<file path="src/rtl/gfx_evt_pkg.sv">
// Shared constants and types for the graphics event interrupt controller.
// Assumes 16-bit host data; offsets are word offsets.
package gfx_evt_pkg;
    localparam int CTRL_OFS      = 0;
    localparam int TOKEN_OFS     = 1;
    localparam int TOK_EN_BIT    = 0;
    localparam int FIN_EN_BIT    = 1;
    localparam int TOK_ACK_BIT   = 2;
    localparam int FIN_ACK_BIT   = 3;
    localparam int CAUSE_TOK_BIT = 9;
    localparam int CAUSE_FIN_BIT = 10;

    typedef struct packed {
        logic fin_en;
        logic tok_en;
    } evt_ctrl_t;
endpackage

</file>
<file path="src/rtl/gfx_evt_pending.sv">
// One event kind: stages the pulse for a cycle, then updates the pending flag.
// Assumes the ack input is a single-cycle strobe from the host decoder.
module gfx_evt_pending (
    input  logic clk,
    input  logic rst_n,
    input  logic evt_pulse,
    input  logic evt_req,
    input  logic ack,
    output logic pending,
    output logic waiting
);
    logic stage_q;
    logic stage_req_q;
    logic apply_set;

    assign apply_set = stage_q && stage_req_q;
    assign waiting   = stage_q;

    // Capture the incoming pulse and its request flag.
    always_ff @(posedge clk) begin
        if (!rst_n) begin
            stage_q     <= 1'b0;
            stage_req_q <= 1'b0;
        end else begin
            stage_q     <= evt_pulse;
            stage_req_q <= evt_pulse && evt_req;
        end
    end

    // Pending flag: the staged event takes priority over an acknowledge.
    always_ff @(posedge clk) begin
        if (!rst_n)         pending <= 1'b0;
        else if (apply_set) pending <= 1'b1;
        else if (ack)       pending <= 1'b0;
    end

    assert_event_wins_R11: assert property (@(posedge clk) disable iff (!rst_n)
        (apply_set && ack) |=> pending);
    assert_ack_clears_R3: assert property (@(posedge clk) disable iff (!rst_n)
        (ack && !apply_set) |=> !pending);
    assert_wait_one_cycle_R12: assert property (@(posedge clk) disable iff (!rst_n)
        (waiting && !evt_pulse) |=> !waiting);
endmodule

</file>
<file path="src/rtl/gfx_evt_token_reg.sv">
// Token value register: stages the pulse value, then loads it on the next edge.
// Assumes the request flag does not gate the value path.
module gfx_evt_token_reg #(
    parameter int VAL_W = 16
) (
    input  logic             clk,
    input  logic             rst_n,
    input  logic             evt_pulse,
    input  logic [VAL_W-1:0] evt_value,
    output logic [VAL_W-1:0] token_q
);
    logic             stage_v;
    logic [VAL_W-1:0] stage_val;

    // Hold the value that came with the pulse for one cycle.
    always_ff @(posedge clk) begin
        if (!rst_n) begin
            stage_v   <= 1'b0;
            stage_val <= '0;
        end else begin
            stage_v   <= evt_pulse;
            if (evt_pulse) stage_val <= evt_value;
        end
    end

    // Load the staged value into the visible token register.
    always_ff @(posedge clk) begin
        if (!rst_n)       token_q <= '0;
        else if (stage_v) token_q <= stage_val;
    end

    assert_token_only_from_event_R9: assert property (@(posedge clk) disable iff (!rst_n)
        !stage_v |=> $stable(token_q));
endmodule

</file>
<file path="src/rtl/gfx_evt_hostregs.sv">
// Host register port: control word with enables and acknowledge strobes,
// read-only token word, zero for unmapped offsets.
// Assumes single-cycle write strobes and combinational reads.
module gfx_evt_hostregs
    import gfx_evt_pkg::*;
#(
    parameter int DATA_W = 16,
    parameter int ADDR_W = 4
) (
    input  logic              clk,
    input  logic              rst_n,
    input  logic [ADDR_W-1:0] host_addr,
    input  logic              host_wr_en,
    input  logic [DATA_W-1:0] host_wdata,
    input  logic [DATA_W-1:0] token_q,
    output evt_ctrl_t         ctrl,
    output logic              tok_ack,
    output logic              fin_ack,
    output logic [DATA_W-1:0] host_rdata
);
    logic sel_ctrl;
    logic sel_token;
    logic ctrl_wr;

    assign sel_ctrl  = (host_addr == ADDR_W'(CTRL_OFS));
    assign sel_token = (host_addr == ADDR_W'(TOKEN_OFS));
    assign ctrl_wr   = host_wr_en && sel_ctrl;
    assign tok_ack   = ctrl_wr && host_wdata[TOK_ACK_BIT];
    assign fin_ack   = ctrl_wr && host_wdata[FIN_ACK_BIT];

    // Store the enable bits on every control write; ack bits are not kept.
    always_ff @(posedge clk) begin
        if (!rst_n) begin
            ctrl <= '0;
        end else if (ctrl_wr) begin
            ctrl.tok_en <= host_wdata[TOK_EN_BIT];
            ctrl.fin_en <= host_wdata[FIN_EN_BIT];
        end
    end

    // Read mux by offset.
    always_comb begin
        host_rdata = '0;
        if (sel_ctrl) begin
            host_rdata[TOK_EN_BIT] = ctrl.tok_en;
            host_rdata[FIN_EN_BIT] = ctrl.fin_en;
        end else if (sel_token) begin
            host_rdata = token_q;
        end
    end

    assert_enable_stored_R2: assert property (@(posedge clk) disable iff (!rst_n)
        ctrl_wr |=> (ctrl.tok_en == $past(host_wdata[TOK_EN_BIT])) &&
                    (ctrl.fin_en == $past(host_wdata[FIN_EN_BIT])));
    assert_ctrl_upper_zero_R2: assert property (@(posedge clk) disable iff (!rst_n)
        sel_ctrl |-> (host_rdata[DATA_W-1:2] == '0));
endmodule

</file>
<file path="src/rtl/gfx_evt_irq_out.sv">
// Registered interrupt lines and the combined cause vector.
// Assumes pending flags and enables come from separate registers.
module gfx_evt_irq_out
    import gfx_evt_pkg::*;
#(
    parameter int CAUSE_W = 16
) (
    input  logic               clk,
    input  logic               rst_n,
    input  logic               tok_pend,
    input  logic               fin_pend,
    input  evt_ctrl_t          ctrl,
    output logic               irq_token,
    output logic               irq_finish,
    output logic [CAUSE_W-1:0] irq_cause
);
    // Register each line as flag AND enable.
    always_ff @(posedge clk) begin
        if (!rst_n) begin
            irq_token  <= 1'b0;
            irq_finish <= 1'b0;
        end else begin
            irq_token  <= tok_pend && ctrl.tok_en;
            irq_finish <= fin_pend && ctrl.fin_en;
        end
    end

    // Place each line at its cause bit.
    always_comb begin
        irq_cause                = '0;
        irq_cause[CAUSE_TOK_BIT] = irq_token;
        irq_cause[CAUSE_FIN_BIT] = irq_finish;
    end

    assert_irq_token_R4: assert property (@(posedge clk) disable iff (!rst_n)
        1'b1 |=> irq_token == $past(tok_pend && ctrl.tok_en));
    assert_irq_finish_R5: assert property (@(posedge clk) disable iff (!rst_n)
        1'b1 |=> irq_finish == $past(fin_pend && ctrl.fin_en));
    assert_cause_count_R6: assert property (@(posedge clk) disable iff (!rst_n)
        $countones(irq_cause) == (32'(irq_token) + 32'(irq_finish)));
endmodule

</file>
<file path="src/rtl/gfx_evt_irq.sv">
// Top: graphics token/finish interrupt controller.
// Assumes event pulses last one cycle and host strobes are synchronous.
module gfx_evt_irq
    import gfx_evt_pkg::*;
#(
    parameter int DATA_W  = 16,
    parameter int ADDR_W  = 4,
    parameter int CAUSE_W = 16
) (
    input  logic               clk,
    input  logic               rst_n,
    input  logic               evt_tok_pulse,
    input  logic [DATA_W-1:0]  evt_tok_value,
    input  logic               evt_tok_req,
    input  logic               evt_fin_pulse,
    input  logic [ADDR_W-1:0]  host_addr,
    input  logic               host_wr_en,
    input  logic [DATA_W-1:0]  host_wdata,
    output logic [DATA_W-1:0]  host_rdata,
    output logic               irq_token,
    output logic               irq_finish,
    output logic [CAUSE_W-1:0] irq_cause,
    output logic               tok_waiting,
    output logic               fin_waiting
);
    evt_ctrl_t         ctrl;
    logic              tok_ack;
    logic              fin_ack;
    logic              tok_pend;
    logic              fin_pend;
    logic [DATA_W-1:0] token_q;

    gfx_evt_hostregs #(.DATA_W(DATA_W), .ADDR_W(ADDR_W)) u_regs (
        .clk(clk), .rst_n(rst_n), .host_addr(host_addr), .host_wr_en(host_wr_en),
        .host_wdata(host_wdata), .token_q(token_q), .ctrl(ctrl),
        .tok_ack(tok_ack), .fin_ack(fin_ack), .host_rdata(host_rdata)
    );

    gfx_evt_token_reg #(.VAL_W(DATA_W)) u_token (
        .clk(clk), .rst_n(rst_n), .evt_pulse(evt_tok_pulse),
        .evt_value(evt_tok_value), .token_q(token_q)
    );

    gfx_evt_pending u_tok_pend (
        .clk(clk), .rst_n(rst_n), .evt_pulse(evt_tok_pulse), .evt_req(evt_tok_req),
        .ack(tok_ack), .pending(tok_pend), .waiting(tok_waiting)
    );

    gfx_evt_pending u_fin_pend (
        .clk(clk), .rst_n(rst_n), .evt_pulse(evt_fin_pulse), .evt_req(1'b1),
        .ack(fin_ack), .pending(fin_pend), .waiting(fin_waiting)
    );

    gfx_evt_irq_out #(.CAUSE_W(CAUSE_W)) u_irq (
        .clk(clk), .rst_n(rst_n), .tok_pend(tok_pend), .fin_pend(fin_pend),
        .ctrl(ctrl), .irq_token(irq_token), .irq_finish(irq_finish),
        .irq_cause(irq_cause)
    );

    assert_fin_event_sets_R8: assert property (@(posedge clk) disable iff (!rst_n)
        fin_waiting |=> fin_pend);
endmodule

</file>
<file path="config.mk">
export PLATFORM = sky130hd
export DESIGN_NAME = gfx_evt_irq
export DESIGN_NICKNAME = d
export VERILOG_FILES = /design/src/rtl/gfx_evt_pkg.sv /design/src/rtl/gfx_evt_pending.sv /design/src/rtl/gfx_evt_token_reg.sv /design/src/rtl/gfx_evt_hostregs.sv /design/src/rtl/gfx_evt_irq_out.sv /design/src/rtl/gfx_evt_irq.sv
export SDC_FILE = /design/constraint.sdc
export NUM_CORES = 1
export LEC_CHECK = 0
export BUFFER_PORTS_ARGS = -buffer_cell sky130_fd_sc_hd__buf_2
export CORE_MARGIN = 5
export CORE_UTILIZATION = 45
export CTS_BUF_LIST = sky130_fd_sc_hd__clkbuf_2 sky130_fd_sc_hd__clkbuf_4 sky130_fd_sc_hd__clkbuf_8
export DETAILED_ROUTE_END_ITERATION = 10
export GPL_ROUTABILITY_DRIVEN = 0
export PLACE_DENSITY = 0.81
export SYNTH_ARGS = -nofsm -noshare
export SYNTH_HDL_FRONTEND = slang
export SYNTH_SLANG_ARGS = --single-unit
</file>
<file path="constraint.sdc">
create_clock -name clk -period 1.8 [get_ports clk]
set_input_delay 0.18 -clock clk [delete_from_list [all_inputs] [get_ports clk]]
set_output_delay 0.18 -clock clk [all_outputs]
set_load 0.02 [all_outputs]
</file>
### Word level (Yosys, flattened, before mapping)

Index checks and enable logic that the tools add are counted.

| storage, ports and cells | value |
|---|---|
| bits in registers | 41 |

| operators by class | value |
|---|---|
| equal/unequal tests | 1 |
| multiplexer cells | 7 |
| reductions and logical operators | 10 |

Operators by type and width:

| operator | number |
|---|---|
| 16-bit 2-to-1 mux | 1 |
| 14-bit 2-to-1 mux | 1 |
| 1-bit logical AND | 7 |
| 4-bit by 1-bit == test with 1-bit output, second input constant | 1 |
| 4-bit logical NOT | 1 |
| 1-bit 2-to-1 mux | 4 |
| 2-bit nonzero test | 2 |
| 2-bit 2-to-1 mux | 1 |

### Depth between registers and ports, before layout

Gate-level depths: netlist of run 1.

| logic depth | value |
|---|---|
| depth after elaboration | 5 |
| depth in mapped cells | 4 |
| depth with buffers taken out | 3 |

### Cells and area by module

Synthesis of run 1 repeated with hierarchy kept, for this count alone.

| unflattened totals | value |
|---|---|
| cells, all modules | 176 |
| area, all modules | 1,878.1 µm² |

By module, submodules not included:

| module | times used | cells each | area each (µm²) | sequential area each (µm²) |
|---|---|---|---|---|
| gfx_evt_token_reg | 1 | 105 | 1,262.5 | 660.6 |
| gfx_evt_hostregs | 1 | 33 | 255.2 | 40.0 |
| gfx_evt_pending | 2 | 8 | 90.1 | 60.1 |
| gfx_evt_irq_out | 1 | 21 | 176.4 | 40.0 |
| gfx_evt_irq | 1 | 1 | 3.8 | 0.0 |

### Least setup slack after synthesis of run 1

OpenSTA, ideal clock, no wires.

| timing | value |
|---|---|
| kind | in2out |
| start point | input host_addr[1] |
| end point | output host_rdata[10] |
| data arrival time | 1.093 ns |
| slack | 0.527 ns |
| stages | 4 |
| path buffers | 1 |
| cell sequence | or3_4 > nor2_4 > clkbuf_2 > and2_1 |

| between the ends | value |
|---|---|
| cells in the longest elaborated chain, start to end | 3 |

Ends and longest elaborated chain:

| item | line | text |
|---|---|---|
| start, declared | gfx_evt_irq.sv:16 | `input logic [ADDR_W-1:0] host_addr,` |
| 4-bit by 1-bit == test with 1-bit output | gfx_evt_hostregs.sv:26 | `assign sel_token = (host_addr == ADDR_W'(TOKEN_OFS));` |
| 16-bit 2-to-1 mux | gfx_evt_hostregs.sv:47 | `end else if (sel_token) begin` |
| 14-bit 2-to-1 mux * | gfx_evt_hostregs.sv:44 | `if (sel_ctrl) begin` |
| end, declared | gfx_evt_irq.sv:19 | `output logic [DATA_W-1:0] host_rdata,` |

Every way passes the cells marked *; elsewhere a longest branch is shown, timed or not.

### Worst setup path in the final report of run 1

| timing | value |
|---|---|
| start point | input host_addr[1] |
| end point | output host_rdata[12] |

Same word-level chain as after synthesis.

==> metrics.txt, run 1 <==
die area=roughly 5100 µm²; Worst R2R Start=u_tok_pend.waiting$_SDFF_PN0_; Final Hold Vio Count=0; post-synth cell types=20; final slew viol count=0; most frequent CP cell=buf_2; Hold Crit Class=in2reg; Async SR Flop Fraction=0; Clk Latency, worst-skew pair=between 0.2 and 0.3 ns; status=finished clean; WHS Path Cells=2; CTS tree=yes; Antenna Nets Post-Route=0; row count=22; most used flip-flop cell after synthesis=dfxtp_1; Regs by FF count=u_token.stage_val x16, u_token.token_q x16, u_regs.ctrl x2; vias in the first global route=around 1.2k; num ports=78; Netlist Area Pre-Place=about 1700 µm²; final wirelength=roughly 3.1 mm; largest net degree at the start of global routing=25; Synth Register Bits=41; R2R Setup Slk=roughly 0.7 ns; max-cap violations=0; Final Cycle Share=0.8373; n_diodes=0; initial core utilization=0.4617; Area Growth Syn to Fin=20.65%; reg2reg path depth=3; Highest Signal Layer=met4; r2r endpoint=u_token.token_q[10]$_SDFFE_PN0P_; synth cell count leaders=41 x dfxtp_1, 36 x mux2i_1, 34 x nor2_1; Clock Path Buffers=2; CP endpoint kind=output pin; maximum net fanout on the critical path=14; Min-Delay Startpoint=host_wdata[3]; Die X=71.29 µm; clk sinks=slightly above 40; Yosys top cell by area=dfxtp_1; first-pass GRT wire length=approximately 5.2 mm; WHS Endpoint=u_fin_pend.pending$_SDFFE_PN0P_; setup TNS=0 ns; WS Path Type=in2out; max incr delay on CP=roughly 0.42 ns; hold buffers post-CTS=0; Pleak=slightly above 1 nW; leading post-synthesis cells by cell area=dfxtp_1 49%, mux2i_1 21%, buf_4 7.5%; Port Buffers=51; first-pass iteration count of the detailed router=4; CTS Buf Count=5; DP Wirelength=between 2 and 2.5 mm; Gate Count Post-Synth=~170; GRT Util Overall=0.1301; CP required=~1.6 ns; share of cells above drive strength 1=0.2909; initial DRC count=50; Post-synth EDFFs=0; highest clock rate=~0.66 GHz; RSZ-0062 raised after global routing=false; met2 wire length=approximately 1.5 mm; Root Buffer=clkbuf_8; Critical Path Source=host_addr[1]; DP Cell Count=260; Final Non-Filler Cells=about 270; post-synth top area share=0.4856; Clock Pin Slew Worst Setup and Hold Paths=0.07 ns; CP Cell Sequence=buf_2, or3_4, nor2_4, and2_1, buf_2; utilization after layout=0.5571; initial antenna violation count=0; Core Region=roughly 3700 µm²; DIE HEIGHT=around 71 µm; synthesis warning total=0; CP Launch Type=input pin; M1 WL=1.340 mm; Setup Buffers After CTS=0; H-tree depth=2; Avg Synthesized Cell Area=around 10 µm²; Routed met3 length=around 250 µm; Slew headroom=0.6504; routed len/inst=about 12 µm; Overflow after GRT=0; cts repair resizes=0; post-synthesis sequential area ratio=0.4856; clk_skew=0.006665 ns; Slew @ Worst Pin=approximately 0.52 ns; via count=1230; Via density=roughly 4.6; Final nets=between 200 and 300; Min Clock Period, post-route=between 1.5 and 2 ns; DRC viols=0; Crit path arrival time=about 1.3 ns; final setup fails=0; count leader, synth=dfxtp_1; Pwr Density=between 900 and 1000 nW/µm²; Max IR drop VDD=0.4613 mV; Slowest cell on crit path=or3_4
## cell type report
class	count	area, µm²
Clock buffer	7	90.09
Clock inverter	1	30.03
Tap cell	48	60.06
Multi-Input combinational cell	115	744.5
Sequential cell	41	820.8
Fill cell	359	1622
Inverter	3	11.26
Timing Repair Buffer	53	282.8
## kinds of logic after synthesis
family          after synthesis  share of synthesized area
simple gates                 61                     0.1814
flops                        41                     0.4856
mux                          36                     0.2132
buf+inv                      28                     0.1029
compound gates                4                    0.01480
other cells                   1                   0.002218
## power breakdown
part	total (mW)	switching, mW	internal [mW]	leakage, nW
Combinational	0.173	0.0991	0.0735	0.614
Sequential	0.963	0.0196	0.943	0.335
Clock	0.746	0.279	0.467	0.0619
Total	1.88	0.397	1.48	1.01
## stage by stage
step	total power [mW]	instance area, µm²	setup WS [ns]	hold slack, ns
2_1_floorplan	1.123	1739	0.5265	0.2881
3_3_place_gp	1.153	1919	0.2872	0.3729
3_5_place_dp	1.158	1919	0.2849	0.3833
4_1_cts	1.912	2039	0.2830	0.07817
5_1_grt	1.980	2039	0.2184	0.08702
6_report	1.881	2039	0.2929	0.08781
## layout by cell type, fill, tap and decap left out
master	n
buf_12	1
nand2_1	5
dfxtp_1	41
conb_1	14
nor2_1	34
buf_2	51
nor2_4	1
inv_1	3
bufinv_16	1
and2_1	16
o21ai_0	1
a21oi_1	1
clkbuf_8	6
clkbuf_4	1
mux2i_1	36
a31oi_1	1
a311oi_1	1
or3_4	1
nor3b_4	1
buf_4	1
and3_1	3
## worst max path at each step
| stage | cells after the start | slack, ns | end |
|---|---|---|---|
| floorplan | 4 | 0.53 | host_rdata[10] |
| global placement | 5 | 0.29 | host_rdata[9] |
| detailed placement | 5 | 0.28 | host_rdata[5] |
| CTS | 5 | 0.28 | host_rdata[5] |
| global route | 5 | 0.22 | host_rdata[9] |
| finish | 5 | 0.29 | host_rdata[12] |
## per-layer routing
metal | vias to the layer above | track usage
met4 | 0 | 0.03132
met5 | - | 0
met2 | 40 | 0.2133
li1 | 617 | -
met1 | 571 | 0.1575
met3 | 2 | 0.05610
## worst max-delay path, delay by kind of cell
kind                   cells  cell delay (ns)
buffers and inverters      2             0.26
AND/OR/NAND/NOR            3             0.89
(Power assumes the default switching activity.)
==> run 2: changes to the inputs <==
--- a/config.mk
+++ b/config.mk
@@ -7,7 +7,7 @@
 export LEC_CHECK = 0
 export BUFFER_PORTS_ARGS = -buffer_cell sky130_fd_sc_hd__buf_2
 export CORE_MARGIN = 5
-export CORE_UTILIZATION = 45
+export CORE_UTILIZATION = 43
 export CTS_BUF_LIST = sky130_fd_sc_hd__clkbuf_2 sky130_fd_sc_hd__clkbuf_4 sky130_fd_sc_hd__clkbuf_8
 export DETAILED_ROUTE_END_ITERATION = 10
 export GPL_ROUTABILITY_DRIVEN = 0
==> constraint.sdc (replaced) <==
create_clock -name clk -period 1.3 [get_ports clk]
set_input_delay 0.13 -clock clk [delete_from_list [all_inputs] [get_ports clk]]
set_output_delay 0.13 -clock clk [all_outputs]
set_load 0.02 [all_outputs]
==> run 2 against run 1 <==
Effect of this change: combinational power increased by 47%; sequential power rose by 38%; clock skew is 0.0027 ns lower; worst setup slack worse by 0.27 ns; cell count increased by 2.2%; sequential share of layout area fell by 2.8 points; design area increased by 7.4%; critical path depth rose by 1; first-iteration DRC count decreased by 22%; register-to-register slack worse by 0.35 ns; global-route usage down 0.27 points; largest cell class unchanged; largest power group unchanged.
==> metrics.txt, run 2 (synthesis gave the netlist of run 1 again) <==
final slew viol count=0 (unchanged); r2r endpoint=u_tok_pend.pending$_SDFFE_PN0P_; Crit path buffers/inverters=3 (+1); vias in the first global route=1143 (-5.8%); max incr delay on CP=0.40 ns (-0.02 ns); final setup fails=0 (unchanged); initial antenna violation count=0 (unchanged); Crit path arrival time=1.15 ns (-0.18 ns); final setup margin=0.01816 ns (-0.2747 ns); delay-heaviest family, CP=simple AND/OR/NAND/NOR gates; first-pass GRT wire length=5.181 mm (-0.94%); Net Sw Power=0.5915 mW (+49%); Final nets=267 (+2.3%); Slowest cell on crit path=or3_4; Via density=4.562 (-0.60%); Clk pwr share=0.362 (-0.034); initial core utilization=0.4515 (-0.01019); Gate power share=0.103 (+0.011); max-cap violations=0 (unchanged); n_diodes=0 (unchanged); CP Launch Type=input pin; status=finished clean; Die X=72.70 µm (+2.0%); crit path to=host_rdata[10]; Root Buffer=clkbuf_8; Crit. path cell count=6 (+1); num ports=78 (unchanged); highest clock rate=0.7801 GHz; routed len/inst=12.37 µm (+5.9%); final wirelength=3.389 mm (+8.3%); Worst R2R Start=u_tok_pend.waiting$_SDFF_PN0_; H-tree depth=2 (unchanged); largest net degree at the start of global routing=19 (-24%); Placed Area=1944 µm² (+1.3%); Overflow after GRT=0 (unchanged); CP Cell Sequence=buf_6, or3_4, nor2_4, buf_6, and2_4, buf_6; Area Growth Syn to Fin=29.53%; Slew headroom=0.6600 (+0.009565); most common cell after layout, fill and taps aside=dfxtp_1; Min Clock Period, post-route=between 1 and 1.5 ns; Min-Delay Startpoint=host_wdata[3]; via count=1250 (+1.6%); clk sinks=41 (unchanged); CTS tree=yes; Core Region=3744 µm² (+2.3%); WS Path Type=in2out; Port Buffers=51 (unchanged); Regs by FF count=u_token.stage_val x16, u_token.token_q x16, u_regs.ctrl x2; CTS Buf Count=5 (unchanged); Pleak=1.060 nW (+4.8%); initial DRC count=39 (-22%); setup TNS=0 ns (unchanged); most frequent CP cell=buf_6; Slew @ Worst Pin=0.5100 ns (-0.01435 ns); GRT Util Overall=0.1274 (-0.002725); DP Wirelength=2.478 mm (+6.2%); Hold Crit Class=in2reg; commonest non-fill, non-tap cells in the layout=41 x dfxtp_1, 36 x mux2i_1, 36 x buf_2; first-pass iteration count of the detailed router=4 (unchanged); Final Hold Vio Count=0 (unchanged); Final Cycle Share=0.9860; DRC viols=0 (unchanged); row count=22 (unchanged); die area=5285 µm² (+4.0%); post-route cell area=2190 µm² (+7.4%); P_int=1.897 mW (+28%); share of cells above drive strength 1=0.3717 (+0.08077); Clock Pin Slew Worst Setup and Hold Paths=0.08 ns (about the same); sequential share of power=0.535 (+0.023); DIE HEIGHT=72.70 µm (+2.0%); clk_skew=0.003970 ns (-0.002695 ns); Antenna Nets Post-Route=0 (unchanged); setup slack at placement=-0.01194 ns (-0.2969 ns); Clk Latency, worst-skew pair=0.29 ns (about the same); Pwr Density=1137 nW/µm² (+23%); WHS Path Cells=2 (unchanged); R2R Setup Slk=0.35 ns (-0.35 ns); Critical Path Source=host_addr[2]; utilization after layout=0.5849 (+0.02782); Max IR drop VDD=0.7446 mV (+61%); reg2reg path depth=3 (unchanged); maximum net fanout on the critical path=7 (-7); CP endpoint kind=output pin; RSZ-0062 raised after global routing=true; CP required=1.17 ns (-0.45 ns); switch share=0.2377 (+0.02637); Clock Path Buffers=2 (unchanged)
[run 2: power by group through the flow]
stage	registers [mW]	logic, mW	clock network (mW)
floorplan	1.36	0.198	0
global placement	1.36	0.242	0
detailed placement	1.36	0.248	0
CTS	1.33	0.249	0.921
global route	1.34	0.283	0.978
finish	1.33	0.255	0.902
[run 2: worst min path at each step]
stage / end
2_1_floorplan: u_fin_pend.pending$_SDFFE_PN0P_
3_3_place_gp: u_fin_pend.pending$_SDFFE_PN0P_
3_5_place_dp: u_fin_pend.pending$_SDFFE_PN0P_
4_1_cts: u_fin_pend.pending$_SDFFE_PN0P_
5_1_grt: u_fin_pend.pending$_SDFFE_PN0P_
6_report: u_fin_pend.pending$_SDFFE_PN0P_
[run 2: metrics by stage]
stage,std cells,hold slack [ns],power (mW)
floorplan,184,0.2381,1.555
global placement,265,0.3230,1.599
detailed placement,265,0.3282,1.608
CTS,273,0.01561,2.501
global route,274,0.02577,2.598
finish,274,0.02006,2.489
[run 2: layout make-up]
| type | instances | area [µm²] |
|---|---|---|
| inverter | 3 | 11.26 |
| clock inverter | 1 | 5.005 |
| fill | 354 | 1554 |
| tap | 48 | 60.06 |
| timing repair buffer | 59 | 416.7 |
| clock buffer | 7 | 96.34 |
| multi-input combinational | 115 | 779.5 |
| sequential | 41 | 820.8 |
[run 2: timing repair]
action                     CTS  global route
gates resized for setup      7            38
hold buffers                 0             0
gates cloned                 0             0
setup endpoints to repair    7            14
setup buffers                0             1
pin swaps                    0            16
[run 2: layer usage]
metal  share of wire  wire [µm]  track usage  vias up
met5               0          0            0        -
met4           0.011         37      0.05533        0
met3           0.076        258      0.03857        2
met2            0.48       1639       0.2054       39
met1            0.43       1453       0.1563      575
li1                -          -            -      634
